==> config.mk <==
export PLATFORM = sky130hd
export DESIGN_NAME = spi_ctrl
export DESIGN_NICKNAME = d
export VERILOG_FILES = /design/src/rtl/spi_pkg.sv /design/src/rtl/spi_sync.sv /design/src/rtl/spi_nss_ctl.sv /design/src/rtl/spi_shift_eng.sv /design/src/rtl/spi_ctrl.sv
export SDC_FILE = /design/constraint.sdc
export NUM_CORES = 1
export LEC_CHECK = 0
export BUFFER_PORTS_ARGS = -buffer_cell sky130_fd_sc_hd__buf_2
export CORE_ASPECT_RATIO = 2
export CORE_MARGIN = 2
export CORE_UTILIZATION = 60
export CTS_CLUSTER_DIAMETER = 60
export CTS_CLUSTER_SIZE = 8
export DETAILED_ROUTE_END_ITERATION = 7
export PLACE_DENSITY = 0.87
export SKIP_LAST_GASP = 1
export SYNTH_ARGS = -nofsm -noshare
export SYNTH_HDL_FRONTEND = slang
export SYNTH_SLANG_ARGS = --single-unit
==> constraint.sdc <==
create_clock -name clk_i -period 3.5 [get_ports clk_i]
set_input_delay 0.175 -clock clk_i [delete_from_list [all_inputs] [get_ports clk_i]]
set_output_delay 0.175 -clock clk_i [all_outputs]
set_load 0.01 [all_outputs]
==> src/rtl/spi_pkg.sv <==
package spi_pkg;
  typedef enum logic [1:0] {
    ADDR_CTRL = 2'd0,
    ADDR_DATA = 2'd1,
    ADDR_CFG  = 2'd2
  } reg_addr_e;

  localparam int unsigned BYTE_W = 8;
  localparam logic [7:0]  CTRL_RESET = 8'h06;
endpackage

==> src/rtl/spi_sync.sv <==
module spi_sync #(
  parameter int unsigned WIDTH = 1
) (
  input  logic             clk_i,
  input  logic             rst_ni,
  input  logic [WIDTH-1:0] d_i,
  output logic [WIDTH-1:0] q_o
);
  logic [WIDTH-1:0] s1_q, s2_q;

  always_ff @(posedge clk_i or negedge rst_ni) begin
    if (!rst_ni) begin
      s1_q <= '0;
      s2_q <= '0;
    end else begin
      s1_q <= d_i;
      s2_q <= s1_q;
    end
  end

  assign q_o = s2_q;
endmodule

==> src/rtl/spi_nss_ctl.sv <==
module spi_nss_ctl (
  input  logic       en_i,
  input  logic       mst_i,
  input  logic [1:0] mode_i,
  input  logic       nss_s_i,
  output logic       nss_o,
  output logic       nss_oe_o,
  output logic       sel_o,
  output logic       fault_o
);
  always_comb begin
    nss_o    = 1'b1;
    nss_oe_o = 1'b0;
    sel_o    = 1'b0;
    fault_o  = 1'b0;
    unique casez (mode_i)
      2'b00: sel_o = 1'b1;
      2'b01: begin
        sel_o   = !nss_s_i;
        fault_o = en_i && mst_i && !nss_s_i;
      end
      default: begin
        nss_o    = mode_i[0];
        nss_oe_o = en_i;
        sel_o    = 1'b1;
      end
    endcase
  end
endmodule

==> src/rtl/spi_shift_eng.sv <==
module spi_shift_eng import spi_pkg::*; #(
  parameter int unsigned HALF_DIV = 2
) (
  input  logic              clk_i,
  input  logic              rst_ni,
  input  logic              en_i,
  input  logic              mst_i,
  input  logic              sel_i,
  input  logic              load_i,
  input  logic [BYTE_W-1:0] tx_byte_i,
  input  logic              miso_i,
  input  logic              sck_s_i,
  input  logic              mosi_s_i,
  output logic              take_o,
  output logic              busy_o,
  output logic              done_o,
  output logic [BYTE_W-1:0] rx_byte_o,
  output logic              sck_o,
  output logic              sdo_o
);
  localparam int unsigned DIV_W = (HALF_DIV > 1) ? $clog2(HALF_DIV) : 1;
  localparam logic [DIV_W-1:0] DIV_LAST = DIV_W'(HALF_DIV - 1);
  localparam int unsigned CNT_W = $clog2(BYTE_W);

  logic [BYTE_W-1:0] sh_q;
  logic [CNT_W-1:0]  cnt_q;
  logic [DIV_W-1:0]  div_q;
  logic              busy_q, sck_q, samp_q, sck_d_q, done_q;
  logic              m_act, s_act, rise, last_bit;

  assign m_act    = en_i && mst_i;
  assign s_act    = en_i && !mst_i && sel_i;
  assign rise     = sck_s_i && !sck_d_q;
  assign last_bit = (cnt_q == CNT_W'(BYTE_W - 1));

  assign take_o = (m_act && !busy_q && load_i) ||
                  (s_act && !rise && cnt_q == '0 && load_i);
  assign busy_o = busy_q || (s_act && cnt_q != '0);

  always_ff @(posedge clk_i or negedge rst_ni) begin
    if (!rst_ni) begin
      sh_q    <= '0;
      cnt_q   <= '0;
      div_q   <= '0;
      busy_q  <= 1'b0;
      sck_q   <= 1'b0;
      samp_q  <= 1'b0;
      sck_d_q <= 1'b0;
      done_q  <= 1'b0;
    end else begin
      sck_d_q <= sck_s_i;
      done_q  <= 1'b0;
      if (!m_act && !s_act) begin
        busy_q <= 1'b0;
        sck_q  <= 1'b0;
        cnt_q  <= '0;
        div_q  <= '0;
      end else if (m_act) begin
        if (!busy_q) begin
          div_q <= '0;
          sck_q <= 1'b0;
          cnt_q <= '0;
          if (load_i) begin
            sh_q   <= tx_byte_i;
            busy_q <= 1'b1;
          end
        end else if (div_q == DIV_LAST) begin
          div_q <= '0;
          if (!sck_q) begin
            sck_q  <= 1'b1;
            samp_q <= miso_i;
          end else begin
            sck_q <= 1'b0;
            sh_q  <= {sh_q[BYTE_W-2:0], samp_q};
            cnt_q <= cnt_q + 1'b1;
            if (last_bit) begin
              busy_q <= 1'b0;
              done_q <= 1'b1;
            end
          end
        end else begin
          div_q <= div_q + 1'b1;
        end
      end else begin
        busy_q <= 1'b0;
        sck_q  <= 1'b0;
        if (rise) begin
          sh_q  <= {sh_q[BYTE_W-2:0], mosi_s_i};
          cnt_q <= cnt_q + 1'b1;
          if (last_bit) done_q <= 1'b1;
        end else if (cnt_q == '0 && load_i) begin
          sh_q <= tx_byte_i;
        end
      end
    end
  end

  assign done_o    = done_q;
  assign rx_byte_o = sh_q;
  assign sck_o     = sck_q;
  assign sdo_o     = sh_q[BYTE_W-1];
endmodule

==> src/rtl/spi_ctrl.sv <==
module spi_ctrl import spi_pkg::*; #(
  parameter int unsigned HALF_DIV = 2
) (
  input  logic       clk_i,
  input  logic       rst_ni,
  input  logic [1:0] addr_i,
  input  logic [7:0] wdata_i,
  input  logic       we_i,
  input  logic       re_i,
  output logic [7:0] rdata_o,
  output logic       irq_o,
  input  logic       sck_i,
  output logic       sck_o,
  output logic       sck_oe_o,
  input  logic       mosi_i,
  output logic       mosi_o,
  output logic       mosi_oe_o,
  input  logic       miso_i,
  output logic       miso_o,
  output logic       miso_oe_o,
  input  logic       nss_i,
  output logic       nss_o,
  output logic       nss_oe_o
);
  logic       spif_q, wcol_q, modf_q, ovr_q, txe_q, en_q, mst_q, rx_full_q;
  logic [1:0] mode_q;
  logic [7:0] tx_buf_q, rx_buf_q, rx_byte;
  logic       sck_s, mosi_s, nss_s;
  logic       sel, fault, take, busy, done, sh_sck, sdo;
  logic       ctrl_wr, data_wr, cfg_wr, data_rd, data_ok, ovr_set;

  assign ctrl_wr = we_i && addr_i == ADDR_CTRL;
  assign data_wr = we_i && addr_i == ADDR_DATA;
  assign cfg_wr  = we_i && addr_i == ADDR_CFG;
  assign data_rd = re_i && addr_i == ADDR_DATA;
  assign data_ok = data_wr && !busy;
  assign ovr_set = done && !mst_q && rx_full_q && !data_rd;

  spi_sync #(.WIDTH(3)) u_sync (
    .clk_i  (clk_i),
    .rst_ni (rst_ni),
    .d_i    ({sck_i, mosi_i, nss_i}),
    .q_o    ({sck_s, mosi_s, nss_s})
  );

  spi_nss_ctl u_nss (
    .en_i     (en_q),
    .mst_i    (mst_q),
    .mode_i   (mode_q),
    .nss_s_i  (nss_s),
    .nss_o    (nss_o),
    .nss_oe_o (nss_oe_o),
    .sel_o    (sel),
    .fault_o  (fault)
  );

  spi_shift_eng #(.HALF_DIV(HALF_DIV)) u_shift (
    .clk_i     (clk_i),
    .rst_ni    (rst_ni),
    .en_i      (en_q),
    .mst_i     (mst_q),
    .sel_i     (sel),
    .load_i    (!txe_q),
    .tx_byte_i (tx_buf_q),
    .miso_i    (miso_i),
    .sck_s_i   (sck_s),
    .mosi_s_i  (mosi_s),
    .take_o    (take),
    .busy_o    (busy),
    .done_o    (done),
    .rx_byte_o (rx_byte),
    .sck_o     (sh_sck),
    .sdo_o     (sdo)
  );

  always_ff @(posedge clk_i or negedge rst_ni) begin
    if (!rst_ni) begin
      {spif_q, wcol_q, modf_q, ovr_q, mode_q, txe_q, en_q} <= CTRL_RESET;
      mst_q     <= 1'b0;
      tx_buf_q  <= '0;
      rx_buf_q  <= '0;
      rx_full_q <= 1'b0;
    end else begin
      // hardware set wins over a software write in the same cycle
      spif_q <= done               | (ctrl_wr ? wdata_i[7] : spif_q);
      wcol_q <= (data_wr && busy)  | (ctrl_wr ? wdata_i[6] : wcol_q);
      modf_q <= fault              | (ctrl_wr ? wdata_i[5] : modf_q);
      ovr_q  <= ovr_set            | (ctrl_wr ? wdata_i[4] : ovr_q);
      if (ctrl_wr) begin
        mode_q <= wdata_i[3:2];
        en_q   <= wdata_i[0];
      end
      if (fault)       mst_q <= 1'b0;
      else if (cfg_wr) mst_q <= wdata_i[0];
      if (data_ok) begin
        tx_buf_q <= wdata_i;
        txe_q    <= 1'b0;
      end else if (take) begin
        txe_q    <= 1'b1;
      end
      if (done && !ovr_set) begin
        rx_buf_q  <= rx_byte;
        rx_full_q <= 1'b1;
      end else if (data_rd) begin
        rx_full_q <= 1'b0;
      end
    end
  end

  always_comb begin
    unique case (addr_i)
      ADDR_CTRL: rdata_o = {spif_q, wcol_q, modf_q, ovr_q, mode_q, txe_q, en_q};
      ADDR_DATA: rdata_o = rx_buf_q;
      ADDR_CFG:  rdata_o = {7'b0, mst_q};
      default:   rdata_o = '0;
    endcase
  end

  assign irq_o     = spif_q | wcol_q | modf_q | ovr_q;
  assign sck_oe_o  = en_q && mst_q;
  assign mosi_oe_o = en_q && mst_q;
  assign sck_o     = sh_sck;
  assign mosi_o    = mst_q ? sdo : 1'b0;
  assign miso_o    = sdo;
  assign miso_oe_o = en_q && !mst_q && sel;
endmodule

==> run metrics <==
htree depth=2; Tmin final=about 2.0 ns; clock sinks=49; Ys Warns=0; initial antenna violation count=0; synthesized cell area=approximately 2300 sq um; register area share after synthesis=between 50 and 60%; Flop pwr share=about half; FMAX=506 MHz; Final Setup Violations=0; initial DRC count=25; buffers added on ports=34; Die ar.=between 4000 and 5000 sq um; post-place setup slack=about 1.5 ns; Syn Nets=204; Final Hold Vio Count=0; post_cts resized=0; die span in x=48.3 um; Synth Register Bits=49; critical path arrival=roughly 2.2 ns; Placement Rows=32; Distinct cells, synth=45; Root Driver=clkbuf_8; vias post-DR=roughly 1600; Crit Path Category=flip-flop to flip-flop; core area=approximately 3800 sq um; Switch Pwr=around 0.46 mW; Routed Antenna Nets=0; Max Slew Vio Count=0; final WL=4710 um; Layout Nets=243; post-DP HPWL=3380 um; Post-CTS Setup Bufs=0; Pleak=roughly 1.3 nW; final core utilization=a little under three quarters; Total Routing Usage GR=roughly a quarter; CTS max path bufs=2; Fin Setup TNS=0 ns; DRC=0; synth-to-layout area growth=14.9%; Placed Cells=between 200 and 300; crit path launch type=flip-flop; largest net degree at the start of global routing=50; MaxCap Viol Count=0; Max Clock Skew=about 0.011 ns; Setup WS post-layout=about 1.5 ns; Worst Tran Pin Value=between 1 and 1.5 ns; CTS buffer count=5; first-pass GRT wire length=~7700 um; Power Dens Cells=~580 nW/um^2; Hold Path Class=primary input to async pin; drt pass-1 iters=4; Worst VDD drop=approximately 0.45 mV; main flop type after synthesis=dfrtp_1; WL/cell=roughly 17 um; Reg clk slew, reported paths=~0.1 ns; final period utilization=a little under three fifths; unrepaired setup endpoints after global routing=false; worst skew pair latency=between 0.3 and 0.4 ns; Reg2Reg Depth=4; most frequent cells in the layout=dfrtp_1 (47), buf_2 (34), mux2_1 (21), nor2_1 (14), mux2i_1 (9); Async SR Flop Fraction=100%; Avg Cell Area, Syn=12.8 sq um; most common cell after layout, fill and taps aside=dfrtp_1; crit-path max FO=10; outcome=finished, final reports clean; Post-Synthesis Cells=around 180; Clock power frac=a little over a quarter; DR vias/cell=between 5 and 6; Int Power=roughly 1.1 mW; hold_buf cts=3; vias in the first global route=~1600; num ports=35; global placer's final weighted congestion=about 0.9; Comb pwr share=24.2%; final worst hold slack=around 0.047 ns; Post-synth EDFFs=0; non-filler cells, final=274; Die Ht=92.5 um; CTS tree=yes; initial core utilization=about three fifths; switching part of the total power=between 20% and 30%; share of layout cells above drive strength 1=roughly a third; Slew Limit Headroom=a little under a third; total congestion overflow=0; ant diodes=0; Crit. End Element=flip-flop; CP required=3.69 ns
[area by class of cell]
type	instances	area [sq um]
clock buffers	5	68.8
clock inverters	3	46.3
fillers	269	1100
inverters	7	31.3
multi-input cells	122	1060
flip-flops and latches	49	1230
well taps	51	63.8
repair buffers	37	200
[metrics by stage]
stage / instance area (sq um) / total power [mW]
5_1_grt: 2700 / 1.64
3_3_place_gp: 2550 / 1.14
4_1_cts: 2700 / 1.57
6_report: 2700 / 1.55
3_5_place_dp: 2550 / 1.16
2_1_floorplan: 2350 / 1.04
[final timing paths]
check	end	slack, ns	from
min	rx_buf_q[5]	0.05	rst_ni
min reg2reg	u_sync.q_o[0]	0.35	u_sync.s1_q[0]
min in group clk_i	u_shift.samp_q	0.09	miso_i
max in group asynchronous	u_shift.rx_byte_o[2]	2.80	rst_ni
max	u_shift.rx_byte_o[6]	1.52	mst_q
max reg2reg	u_shift.rx_byte_o[6]	1.52	mst_q
[power groups by stage]
stage	clock, mW	combinational, mW	sequential, mW
floorplan	0	0.298	0.740
global placement	0	0.363	0.778
detailed placement	0	0.376	0.781
CTS	0.416	0.381	0.772
global route	0.436	0.416	0.789
finish	0.405	0.376	0.773
[per-layer routing]
metal  vias to the layer above  GRT usage (%)  wire, um
met1                       776           28.9      1830
met5                         -              0         0
li1                        724              -         -
met4                         0           13.3       141
met3                        13           4.68       148
met2                        41           39.5      2590
[Yosys cell counts, types with 2 or more instances]
cell / number / area [sq um]
nor2_2: 2 / 12.5
buf_4: 2 / 15.0
nor3b_1: 3 / 22.5
ha_1: 3 / 37.5
dfrtp_1: 47 / 1180
and2_1: 2 / 12.5
o21ai_1: 2 / 10.0
nand2_1: 4 / 15.0
a21oi_1: 5 / 25.0
and3_1: 2 / 12.5
a221o_1: 2 / 20.0
mux2_2: 7 / 78.8
nor2_1: 14 / 52.6
mux2_4: 8 / 120
o21ai_0: 2 / 10.0
a211o_1: 2 / 17.5
mux2i_1: 9 / 90.1
nand3_1: 3 / 15.0
buf_2: 2 / 10.0
mux2_1: 21 / 236
nor2b_1: 5 / 31.3
dfstp_2: 2 / 52.6
inv_1: 6 / 22.5
o21ai_2: 2 / 17.5
nand2b_1: 6 / 37.5
[logic make-up (layout without fill, tap and decap cells)]
group / Yosys count / in the layout / share of synthesized area (%)
xor+xnor: 1 / 1 / 0.373
compound gates: 23 / 23 / 8.31
flops: 49 / 49 / 52.3
fa+ha+maj: 3 / 3 / 1.60
mux: 45 / 45 / 22.4
simple gates: 50 / 50 / 12.5
buf+inv: 12 / 52 / 2.56
[registers in the layout, summed over array words and instances, names as in the netlist, 2 cells and up]
signal and flops:
rx_buf_q 8, tx_buf_q 8, u_shift.rx_byte_o 8, u_shift.cnt_q 3
u_sync.q_o 3, u_sync.s1_q 3, mode_q 2
[critical path: stages (launching register included)]
cell and delay [ns]:
dfrtp_1 0.53, and3_1 0.28, a21oi_2 0.42, mux2_1 0.38
mux2_4 0.26
No activity file was read; power rests on OpenSTA's default activity.
